## src/rtl/actmon_pkg.sv

```systemverilog
package actmon_pkg;
  localparam int WORD_W    = 64;
  localparam int FREEZE_POS = 10;
  localparam int HIDE_POS   = 17;
  localparam logic [WORD_W-1:0] LIVE_MASK =
    (WORD_W'(1) << FREEZE_POS) | (WORD_W'(1) << HIDE_POS);
  localparam logic [5:0] TRAP_CLASS = 6'h18;

  typedef enum logic [1:0] {
    VD_DONE  = 2'd0,
    VD_TRAP  = 2'd1,
    VD_UNDEF = 2'd2
  } verdict_e;

  typedef enum logic [1:0] {
    K_CTRL    = 2'd0,
    K_ARCH    = 2'd1,
    K_AUX_SYS = 2'd2,
    K_AUX_MEM = 2'd3
  } kind_e;
endpackage

```

## src/rtl/actmon_access_check.sv

```systemverilog
module actmon_access_check
  import actmon_pkg::*;
(
  input  logic       req_valid,
  input  logic       is_write,
  input  logic [1:0] kind,
  input  logic [1:0] cur_lvl,
  input  logic [1:0] top_lvl,
  input  logic       has_l3,
  input  logic       l2_en,
  input  logic       user_en,
  input  logic       host_route,
  input  logic       hyp_trap,
  input  logic       mon_trap,
  input  logic       undef_prio,
  input  logic       undef_sdd,
  output logic [1:0] vd,
  output logic [1:0] tgt,
  output logic [5:0] ec
);
  logic early_undef;
  logic l2_hit;
  logic l3_hit;
  verdict_e vd_c;
  logic [1:0] tgt_c;

  assign early_undef = has_l3 & undef_prio & mon_trap;
  assign l2_hit      = l2_en & hyp_trap;
  assign l3_hit      = has_l3 & mon_trap;

  always_comb begin
    vd_c  = VD_DONE;
    tgt_c = 2'd0;
    if (req_valid) begin
      if (kind != K_CTRL) begin
        if (is_write) vd_c = VD_UNDEF;
      end else if (is_write) begin
        if (cur_lvl != top_lvl) vd_c = VD_UNDEF;
      end else begin
        case (cur_lvl)
          2'd0: begin
            if (early_undef) vd_c = VD_UNDEF;
            else if (!user_en) begin
              vd_c  = VD_TRAP;
              tgt_c = (l2_en && host_route) ? 2'd2 : 2'd1;
            end else if (l2_hit) begin
              vd_c  = VD_TRAP;
              tgt_c = 2'd2;
            end else if (l3_hit) begin
              if (undef_sdd) vd_c = VD_UNDEF;
              else begin
                vd_c  = VD_TRAP;
                tgt_c = 2'd3;
              end
            end
          end
          2'd1: begin
            if (early_undef) vd_c = VD_UNDEF;
            else if (l2_hit) begin
              vd_c  = VD_TRAP;
              tgt_c = 2'd2;
            end else if (l3_hit) begin
              if (undef_sdd) vd_c = VD_UNDEF;
              else begin
                vd_c  = VD_TRAP;
                tgt_c = 2'd3;
              end
            end
          end
          2'd2: begin
            if (early_undef) vd_c = VD_UNDEF;
            else if (l3_hit) begin
              if (undef_sdd) vd_c = VD_UNDEF;
              else begin
                vd_c  = VD_TRAP;
                tgt_c = 2'd3;
              end
            end
          end
          default: vd_c = VD_DONE;
        endcase
      end
    end
  end

  assign vd  = vd_c;
  assign tgt = tgt_c;
  assign ec  = (vd_c == VD_TRAP) ? TRAP_CLASS : 6'd0;
endmodule

```

## src/rtl/actmon_ctl_reg.sv

```systemverilog
module actmon_ctl_reg
  import actmon_pkg::*;
(
  input  logic              clk,
  input  logic              rst,
  input  logic              wr_en,
  input  logic [WORD_W-1:0] wdata,
  output logic [WORD_W-1:0] word,
  output logic              freeze,
  output logic              hide
);
  logic [WORD_W-1:0] word_q;

  // Dead bits are masked on entry, so they stay constant zero.
  always_ff @(posedge clk) begin
    if (rst)        word_q <= '0;
    else if (wr_en) word_q <= wdata & LIVE_MASK;
  end

  assign word   = word_q;
  assign freeze = word_q[FREEZE_POS];
  assign hide   = word_q[HIDE_POS];
endmodule

```

## src/rtl/actmon_counter_bank.sv

```systemverilog
module actmon_counter_bank #(
  parameter int GRP_N = 4,
  parameter int CNT_W = 64
) (
  input  logic                        clk,
  input  logic                        rst,
  input  logic                        hold,
  input  logic [GRP_N-1:0]            evt,
  output logic [GRP_N-1:0][CNT_W-1:0] cnt
);
  for (genvar g = 0; g < GRP_N; g++) begin : g_cnt
    logic [CNT_W-1:0] c_q;
    always_ff @(posedge clk) begin
      if (rst)                 c_q <= '0;
      else if (evt[g] && !hold) c_q <= c_q + CNT_W'(1);
    end
    assign cnt[g] = c_q;
  end
endmodule

```

## src/rtl/actmon_ctl.sv

```systemverilog
module actmon_ctl
  import actmon_pkg::*;
#(
  parameter int GRP_N = 4,
  parameter int CNT_W = 64,
  parameter int IDX_W = (GRP_N > 1) ? $clog2(GRP_N) : 1
) (
  input  logic             clk,
  input  logic             rst,
  input  logic [1:0]       cur_lvl,
  input  logic             has_l2,
  input  logic             has_l3,
  input  logic             l2_en,
  input  logic             user_en,
  input  logic             host_route,
  input  logic             hyp_trap,
  input  logic             mon_trap,
  input  logic             undef_prio,
  input  logic             undef_sdd,
  input  logic             dbg_halted,
  input  logic [GRP_N-1:0] arch_evt,
  input  logic [GRP_N-1:0] aux_evt,
  input  logic             req_valid,
  input  logic             req_write,
  input  logic [1:0]       req_kind,
  input  logic [IDX_W-1:0] req_idx,
  input  logic [63:0]      req_wdata,
  output logic [63:0]      rd_data,
  output logic [1:0]       verdict,
  output logic [1:0]       trap_lvl,
  output logic [5:0]       trap_class
);
  logic [1:0]                  top_lvl;
  logic [1:0]                  vd;
  logic                        ctl_wr;
  logic [WORD_W-1:0]           ctl_word;
  logic                        freeze;
  logic                        hide;
  logic                        hold;
  logic [GRP_N-1:0][CNT_W-1:0] arch_cnt;
  logic [GRP_N-1:0][CNT_W-1:0] aux_cnt;
  logic [63:0]                 rd_c;

  assign top_lvl = has_l3 ? 2'd3 : (has_l2 ? 2'd2 : 2'd1);

  actmon_access_check u_chk_acc (
    .req_valid (req_valid),
    .is_write  (req_write),
    .kind      (req_kind),
    .cur_lvl   (cur_lvl),
    .top_lvl   (top_lvl),
    .has_l3    (has_l3),
    .l2_en     (l2_en),
    .user_en   (user_en),
    .host_route(host_route),
    .hyp_trap  (hyp_trap),
    .mon_trap  (mon_trap),
    .undef_prio(undef_prio),
    .undef_sdd (undef_sdd),
    .vd        (vd),
    .tgt       (trap_lvl),
    .ec        (trap_class)
  );

  assign ctl_wr = req_valid && req_write && (req_kind == K_CTRL) && (vd == VD_DONE);

  actmon_ctl_reg u_reg (
    .clk   (clk),
    .rst   (rst),
    .wr_en (ctl_wr),
    .wdata (req_wdata),
    .word  (ctl_word),
    .freeze(freeze),
    .hide  (hide)
  );

  assign hold = freeze & dbg_halted;

  actmon_counter_bank #(.GRP_N(GRP_N), .CNT_W(CNT_W)) u_arch (
    .clk (clk),
    .rst (rst),
    .hold(hold),
    .evt (arch_evt),
    .cnt (arch_cnt)
  );

  actmon_counter_bank #(.GRP_N(GRP_N), .CNT_W(CNT_W)) u_aux (
    .clk (clk),
    .rst (rst),
    .hold(hold),
    .evt (aux_evt),
    .cnt (aux_cnt)
  );

  // Read data is formed in the request cycle, together with the verdict.
  always_comb begin
    rd_c = '0;
    if (req_valid && !req_write && vd == VD_DONE) begin
      case (req_kind)
        K_CTRL:    rd_c = ctl_word;
        K_ARCH:    rd_c[CNT_W-1:0] = arch_cnt[req_idx];
        K_AUX_SYS: if (!hide || cur_lvl == top_lvl) rd_c[CNT_W-1:0] = aux_cnt[req_idx];
        default:   rd_c[CNT_W-1:0] = aux_cnt[req_idx];
      endcase
    end
  end

  assign rd_data = rd_c;
  assign verdict = vd;
endmodule

```

## config.mk

```make
export PLATFORM = sky130hd
export DESIGN_NAME = actmon_ctl
export DESIGN_NICKNAME = d
export VERILOG_FILES = /design/src/rtl/actmon_pkg.sv /design/src/rtl/actmon_access_check.sv /design/src/rtl/actmon_ctl_reg.sv /design/src/rtl/actmon_counter_bank.sv /design/src/rtl/actmon_ctl.sv
export SDC_FILE = /design/constraint.sdc
export NUM_CORES = 1
export LEC_CHECK = 0
export ABC_AREA = 0
export BUFFER_PORTS_ARGS = -buffer_cell sky130_fd_sc_hd__buf_4
export CAP_MARGIN = 20
export CORE_MARGIN = 2
export CORE_UTILIZATION = 50
export DETAILED_ROUTE_END_ITERATION = 8
export GPL_ROUTABILITY_DRIVEN = 1
export GPL_TIMING_DRIVEN = 0
export PLACE_DENSITY = 0.63
export SLEW_MARGIN = 0
export SYNTH_ARGS = -nofsm -noshare
export SYNTH_HDL_FRONTEND = slang
export SYNTH_HIERARCHICAL = 1
export SYNTH_SLANG_ARGS = --single-unit
```

## constraint.sdc

```tcl
create_clock -name clk -period 4.9 [get_ports clk]
set_input_delay 0.98 -clock clk [delete_from_list [all_inputs] [get_ports clk]]
set_output_delay 0.98 -clock clk [all_outputs]
set_load 0.01 [all_outputs]
```

## Word level (Yosys, flattened, before mapping)

Cells that the tools add are included.

- $add $sub $neg: 8
- Multipliers: 0
- Divide/modulo/power cells: 0
- $lt $le $gt $ge: 1
- Equality and inequality tests: 7
- Shifts and indexed selects: 0
- Mux-type cells: 35
- Bitwise logic cells: 5
- Reductions and logical operators: 22

Operators with widths:

| kind | number |
|---|---|
| 64-bit by 1-bit adder with 64-bit output, second input constant | 8 |
| 64-bit binary-select mux with 2-bit select | 2 |
| 64-bit 2-to-1 mux | 4 |
| 64-bit one-hot mux with 3 select lines | 1 |
| 2-bit 2-to-1 mux | 25 |
| 1-bit logical AND | 14 |
| 2-bit one-hot mux with 3 select lines | 2 |
| 2-bit by 1-bit == test with 1-bit output, second input constant | 3 |
| 2-bit logical NOT | 3 |
| 1-bit bitwise AND | 5 |
| 5-bit 2-to-1 mux | 1 |
| 2-bit == test, second input constant | 2 |
| 1-bit logical NOT | 3 |
| 2-bit by 3-bit < comparator with 1-bit output, second input constant | 1 |
| 2-bit == test | 1 |
| 2-bit inequality test | 1 |
| 2-bit nonzero test | 1 |
| 1-bit logical OR | 1 |

- Register bits after elaboration: 514
- Bits in latches: 0
- Memory bits (writable): 0
- ROM bits: 0
- Input bits: 92
- Output and inout port bits: 74
- Word-level logic and storage cells: 87
- Memories: 0

## Longest topological paths before layout

- Depth after elaboration: 12
- Gate-level depth with buffers: 9
- Gate-level depth less buffers: 8

## Cells and area by module

Netlist, hierarchy kept.

Modules (own cells, without submodules):

| module | times used | cells an instance | area each (um^2) | sequential area each (um^2) |
|---|---|---|---|---|
| actmon_counter_bank at u_arch | 1 | 1,509 | 12,350.6 | 5,124.9 |
| actmon_counter_bank at u_aux | 1 | 1,481 | 12,146.6 | 5,124.9 |
| actmon_ctl | 1 | 463 | 4,433.0 | 0.0 |
| actmon_ctl_reg | 1 | 71 | 551.8 | 40.0 |
| actmon_access_check | 1 | 38 | 240.2 | 0.0 |

## Worst setup path before layout

Ideal clock, no wire load.

- Path kind: input to output
- Start: input undef_sdd
- End: output rd_data[10]
- Arrival: 2,951 ps
- Required time: 3,920 ps
- Slack: 969 ps
- Stages: 9
- Path buffers: 2
- Cells stage by stage: nand3b_1 > nor4b_1 > o21ai_0 > a21oi_1 > nor2_1 > nand3b_1 > clkbuf_1 > clkbuf_1 > o2bb2ai_1

- Cells in the longest elaborated chain, start to end: 12
- Elaborated cells between the ends (all ways): 14
- Those cells by class: 12 x mux; 2 x reduce/logical

Ends and longest elaborated chain:

| element | line | source |
|---|---|---|
| start: declaration | actmon_ctl.sv:19 | `input logic undef_sdd,` |
| 2-bit 2-to-1 mux (*) | actmon_access_check.sv:50, actmon_access_check.sv:63, actmon_access_check.sv:73 |  |
| 2-bit 2-to-1 mux (*) | actmon_access_check.sv:49 | `end else if (l3_hit) begin` |
| 2-bit 2-to-1 mux | actmon_access_check.sv:59 | `else if (l2_hit) begin` |
| 2-bit 2-to-1 mux | actmon_access_check.sv:43 | `else if (!user_en) begin` |
| 2-bit 2-to-1 mux | actmon_access_check.sv:42 | `if (early_undef) vd_c = VD_UNDEF;` |
| 2-bit one-hot mux with 3 select lines (*) | actmon_access_check.sv:40 | `case (cur_lvl)` |
| 2-bit 2-to-1 mux (*) | actmon_access_check.sv:37 | `end else if (is_write) begin` |
| 2-bit 2-to-1 mux (*) | actmon_access_check.sv:35 | `if (kind != K_CTRL) begin` |
| 2-bit 2-to-1 mux (*) | actmon_access_check.sv:34 | `if (req_valid) begin` |
| net verdict[0] | actmon_ctl.sv:29 | `output logic [1:0] verdict,` |
| 2-bit logical NOT (*) | actmon_ctl.sv:98 | `if (req_valid && !req_write && vd == VD_DONE) begin` |
| 1-bit logical AND (*) | actmon_ctl.sv:98 |  |
| 64-bit 2-to-1 mux (*) | actmon_ctl.sv:98 |  |
| end: declaration | actmon_ctl.sv:28 | `output logic [63:0] rd_data,` |

Mark *: on every way through the listed nets, which the timed path passes. The rest lies on a longest branch.

## Worst setup path after layout

- Start: input has_l3
- End: output rd_data[27]

- Cells in the longest elaborated chain, start to end: 12
- Elaborated cells between the ends (all ways): 23
- Those cells by class: 2 x eq/ne; 15 x mux; 3 x bitwise; 3 x reduce/logical

Ends and longest elaborated chain:

| element | line | source |
|---|---|---|
| start: declaration | actmon_ctl.sv:12 | `input logic has_l3,` |
| 1-bit bitwise AND | actmon_access_check.sv:29 | `assign l3_hit = has_l3 & mon_trap;` |
| 2-bit 2-to-1 mux | actmon_access_check.sv:49 |  |
| 2-bit 2-to-1 mux | actmon_access_check.sv:59 |  |
| 2-bit 2-to-1 mux | actmon_access_check.sv:43 |  |
| 2-bit 2-to-1 mux | actmon_access_check.sv:42 |  |
| 2-bit one-hot mux with 3 select lines | actmon_access_check.sv:40 |  |
| 2-bit 2-to-1 mux | actmon_access_check.sv:37 |  |
| 2-bit 2-to-1 mux | actmon_access_check.sv:35 |  |
| 2-bit 2-to-1 mux | actmon_access_check.sv:34 |  |
| 2-bit logical NOT | actmon_ctl.sv:98 |  |
| 1-bit logical AND | actmon_ctl.sv:98 |  |
| 64-bit 2-to-1 mux (*) | actmon_ctl.sv:98 |  |

Mark *: on every way between the ends. The rest lies on a longest branch, timed or not.

==> qor.txt <==
status: finished, final reports clean
Crit path required time: 3.92 ns
Worst Setup End Kind: primary output
DR WL/cell: 22.7 um
synthesis-stage register bit count: 514
share of the synthesized area in the top cell type: 34.6%
cell count after synthesis: 3562
Post-synth EDFFs: 0
final wirelength: 105000 um
register area share after synthesis: 34.6%
Setup WS pre-CTS: -0.106 ns
Clk Latency, worst-skew pair: 0.62 ns
worst path buffer plus inverter count: 3
die width: 248 um
Yosys top cell by area: dfxtp_1
unrepaired setup endpoints after global routing: false
pin count of the biggest net entering global routing: 15
worst-path cell with the longest stage delay: a311oi_4
post-synthesis average cell area: 8.34 sq um
worst min-delay path class: flip-flop to flip-flop
total iterations of the first detailed-routing run: 6
setup ws final: 0.274 ns
skew final: 0.0174 ns
kind of critical path: input port to primary output
final setup fails: 0
Slew Limit Fails: 0
Cell Chain, Critical Path: buf_4 > nand3b_1 > nor4b_1 > o21ai_0 > a21oi_1 > nor2_1 > nand3b_1 > a311oi_4 > buf_6 > o2bb2ai_1 > buf_4
routed vias/inst: 6.31
vias in the first global route: 27100
Layout Nets: 3895
Period Utilization, post-route: 94.4%
Area growth syn-to-layout: 13.1%
simple-gate share of the synthesized area: 29.2%
library cells used by synthesis: 71
io pins: 166
first-pass GRT wire length: 158000 um
residual DRC count: 0
hold-fix buffer count after cts: 0
die area: 61400 sq um
Core Util, Final: 57.1%
fraction of layout cells with a size suffix above 1: 11.1%
total CTS buffers: 58
CTS tree: built
row cnt: 89
Initial Utilization: 50.5%
Worst-path clk slew: 0.06 ns
fill count: 5478
Post-Synth XOR/XNOR Area: 8.02%
multiplexer area fraction after synthesis: 9.77%
FFs w/ async S/R, synth: 0%
H-tree levels: 2
Post CTS Setup Buffer Count: 0
CP Max Fanout: 10
GP Congestion: 0.942
maximum vdd drop: 0.000336 V
main combinational cell family by area after synthesis: simple AND/OR/NAND/NOR gates
Top Family by Delay on Critical Path: compound AO/OA/AOI/OAI gates
synth top area cells: dfxtp_1 35%, a21oi_1 4.9%, mux4_2 4.8%, mux2i_1 4.5%, nor2_1 4.5%
Placement Cell Area: 31700 sq um
slew of the pin with the lowest slew margin: 1.23 ns
Post-Synthesis Cell Area: 29700 sq um
Synth Area in Compound Gates: 12.8%
CTS Buffer Depth: 3
critical path arrival: 3.65 ns
CP max stage delay: 0.77 ns
antenna violations before repair: 0
Synth Warn #: 6
CTS Sinks: 514
Core ar.: 58900 sq um
Final Hold Viols: 0
Final min period: 4.63 ns
Antenna Nets Post-Route: 0
final instance area: 33600 sq um
n_diodes: 0
max cap viols: 0
hold slack: 0.492 ns
Max Freq: 216 MHz
total grt overflow: 0
relative slew slack: 17.5%
Clock Tree Root: clkbuf_16
Adder-Cell Fraction of Synth Area: 0.337%
PortBufs: 98
Top FF cell, synth: dfxtp_1
Detail Placement HPWL: 81500 um
Die Span Y: 248 um
Pwr Density: 270 nW/um^2
vias: 29100
Leak Pwr: 10.6 nW
critical path startpoint category: input port
DRT iter0 DRCs: 2454
Total GRT Usage: 33.3%
## cells in the final DEF (no fill, tap or decap), drive strengths merged, types with 26 or more instances in the layout
cell / instances
a21oi: 293
and2: 26
and3: 58
and4: 39
buf: 224
clkbuf: 220
conb: 66
dfxtp: 514
inv: 64
mux2i: 135
mux4: 64
nand2: 207
nand3: 184
nand4: 209
nor2: 356
nor2b: 26
nor3: 68
nor4: 103
o21ai: 163
o22ai: 64
o2bb2ai: 64
o31ai: 50
or3: 168
or4: 75
xnor2: 139
xor2: 133
## cell usage after synthesis, drive strengths merged (68+ instances only)
master and n:
or3 168, clkbuf 127, buf 117, mux2i 135, nand4 209, nor2 356
nor4 103, dfxtp 514, nand3 184, or4 75, a21oi 293, o21ai 163
nand2 207, xnor2 139, nor3 68, xor2 133
## tightest hold or removal path: stages, from the launching register on
cell	delay (ns)
dfxtp_1	0.32
o31ai_1	0.07
a21oi_1	0.06
## per-layer routing
layer | track usage, % | part of all wire, % | wire length [um]
met1 | 42.9 | 41 | 43000
met2 | 55.7 | 47 | 49700
met3 | 3.27 | 6.4 | 6730
met4 | 16.6 | 5.0 | 5250
met5 | 0 | 0 | 0
## cell type report
cell class	count	area (sq um)	area share (%)
Inverter	64	240	0.714
Clock buffer	91	1720	5.11
Clock inverter	13	168	0.499
Timing Repair Buffer	109	802	2.38
Multi-Input combinational cell	2804	18100	53.9
Tap cell	773	967	2.88
Sequential cell	514	10300	30.6
Buffer	244	1300	3.87
## path summary, 6_finish.rpt
check | cells after the start | slack, ns | startpoint | to
setup / recovery | 11 | 0.27 | has_l3 | rd_data[27]
hold / removal | 2 | 0.49 | u_arch/g_cnt[2].c_q[63] | u_arch/g_cnt[2].c_q[63]
setup reg to reg | 8 | 0.81 | u_reg/word[10] | u_aux/g_cnt[1].c_q[51]
hold reg to reg | 2 | 0.49 | u_arch/g_cnt[2].c_q[63] | u_arch/g_cnt[2].c_q[63]
## where the power goes
group	switching, W	internal (W)	total [W]
clock network	0.00180	0.00260	0.00440
registers	0.0000216	0.00419	0.00422
logic	0.000295	0.000172	0.000467
total	0.00212	0.00696	0.00908
## cells by family (layout without fill, tap and decap cells)
kind of cell             after synthesis  after routing
AO/OA/AOI/OAI                        654            654
XOR/XNOR                             272            272
adder cells (fa/ha/maj)                8              8
buffers and inverters                308            521
flip-flops                           514            514
multiplexers                         209            209
other                                  2             66
AND/OR/NAND/NOR                     1595           1595
## per-stage QoR
step | cells | TNS (ns) | power [W]
CTS | 4608 | 0 | 0.00915
finish | 4612 | 0 | 0.00908
detailed placement | 4504 | -0.629 | 0.00477
global placement | 4497 | 0 | 0.00476
floorplan | 3626 | 0 | 0.00460
global route | 4612 | 0 | 0.00935
## registers in the layout, summed over array words and instances (netlist names)
register	count
u_arch/g_cnt.c_q	256
u_aux/g_cnt.c_q	256
u_reg/word	2
## what timing repair did
action	4_1_cts	5_1_grt
gates resized for setup	1	4
setup endpoints to repair	20	4
gates cloned	0	0
Note: power is estimated with default switching activity, not from simulation.
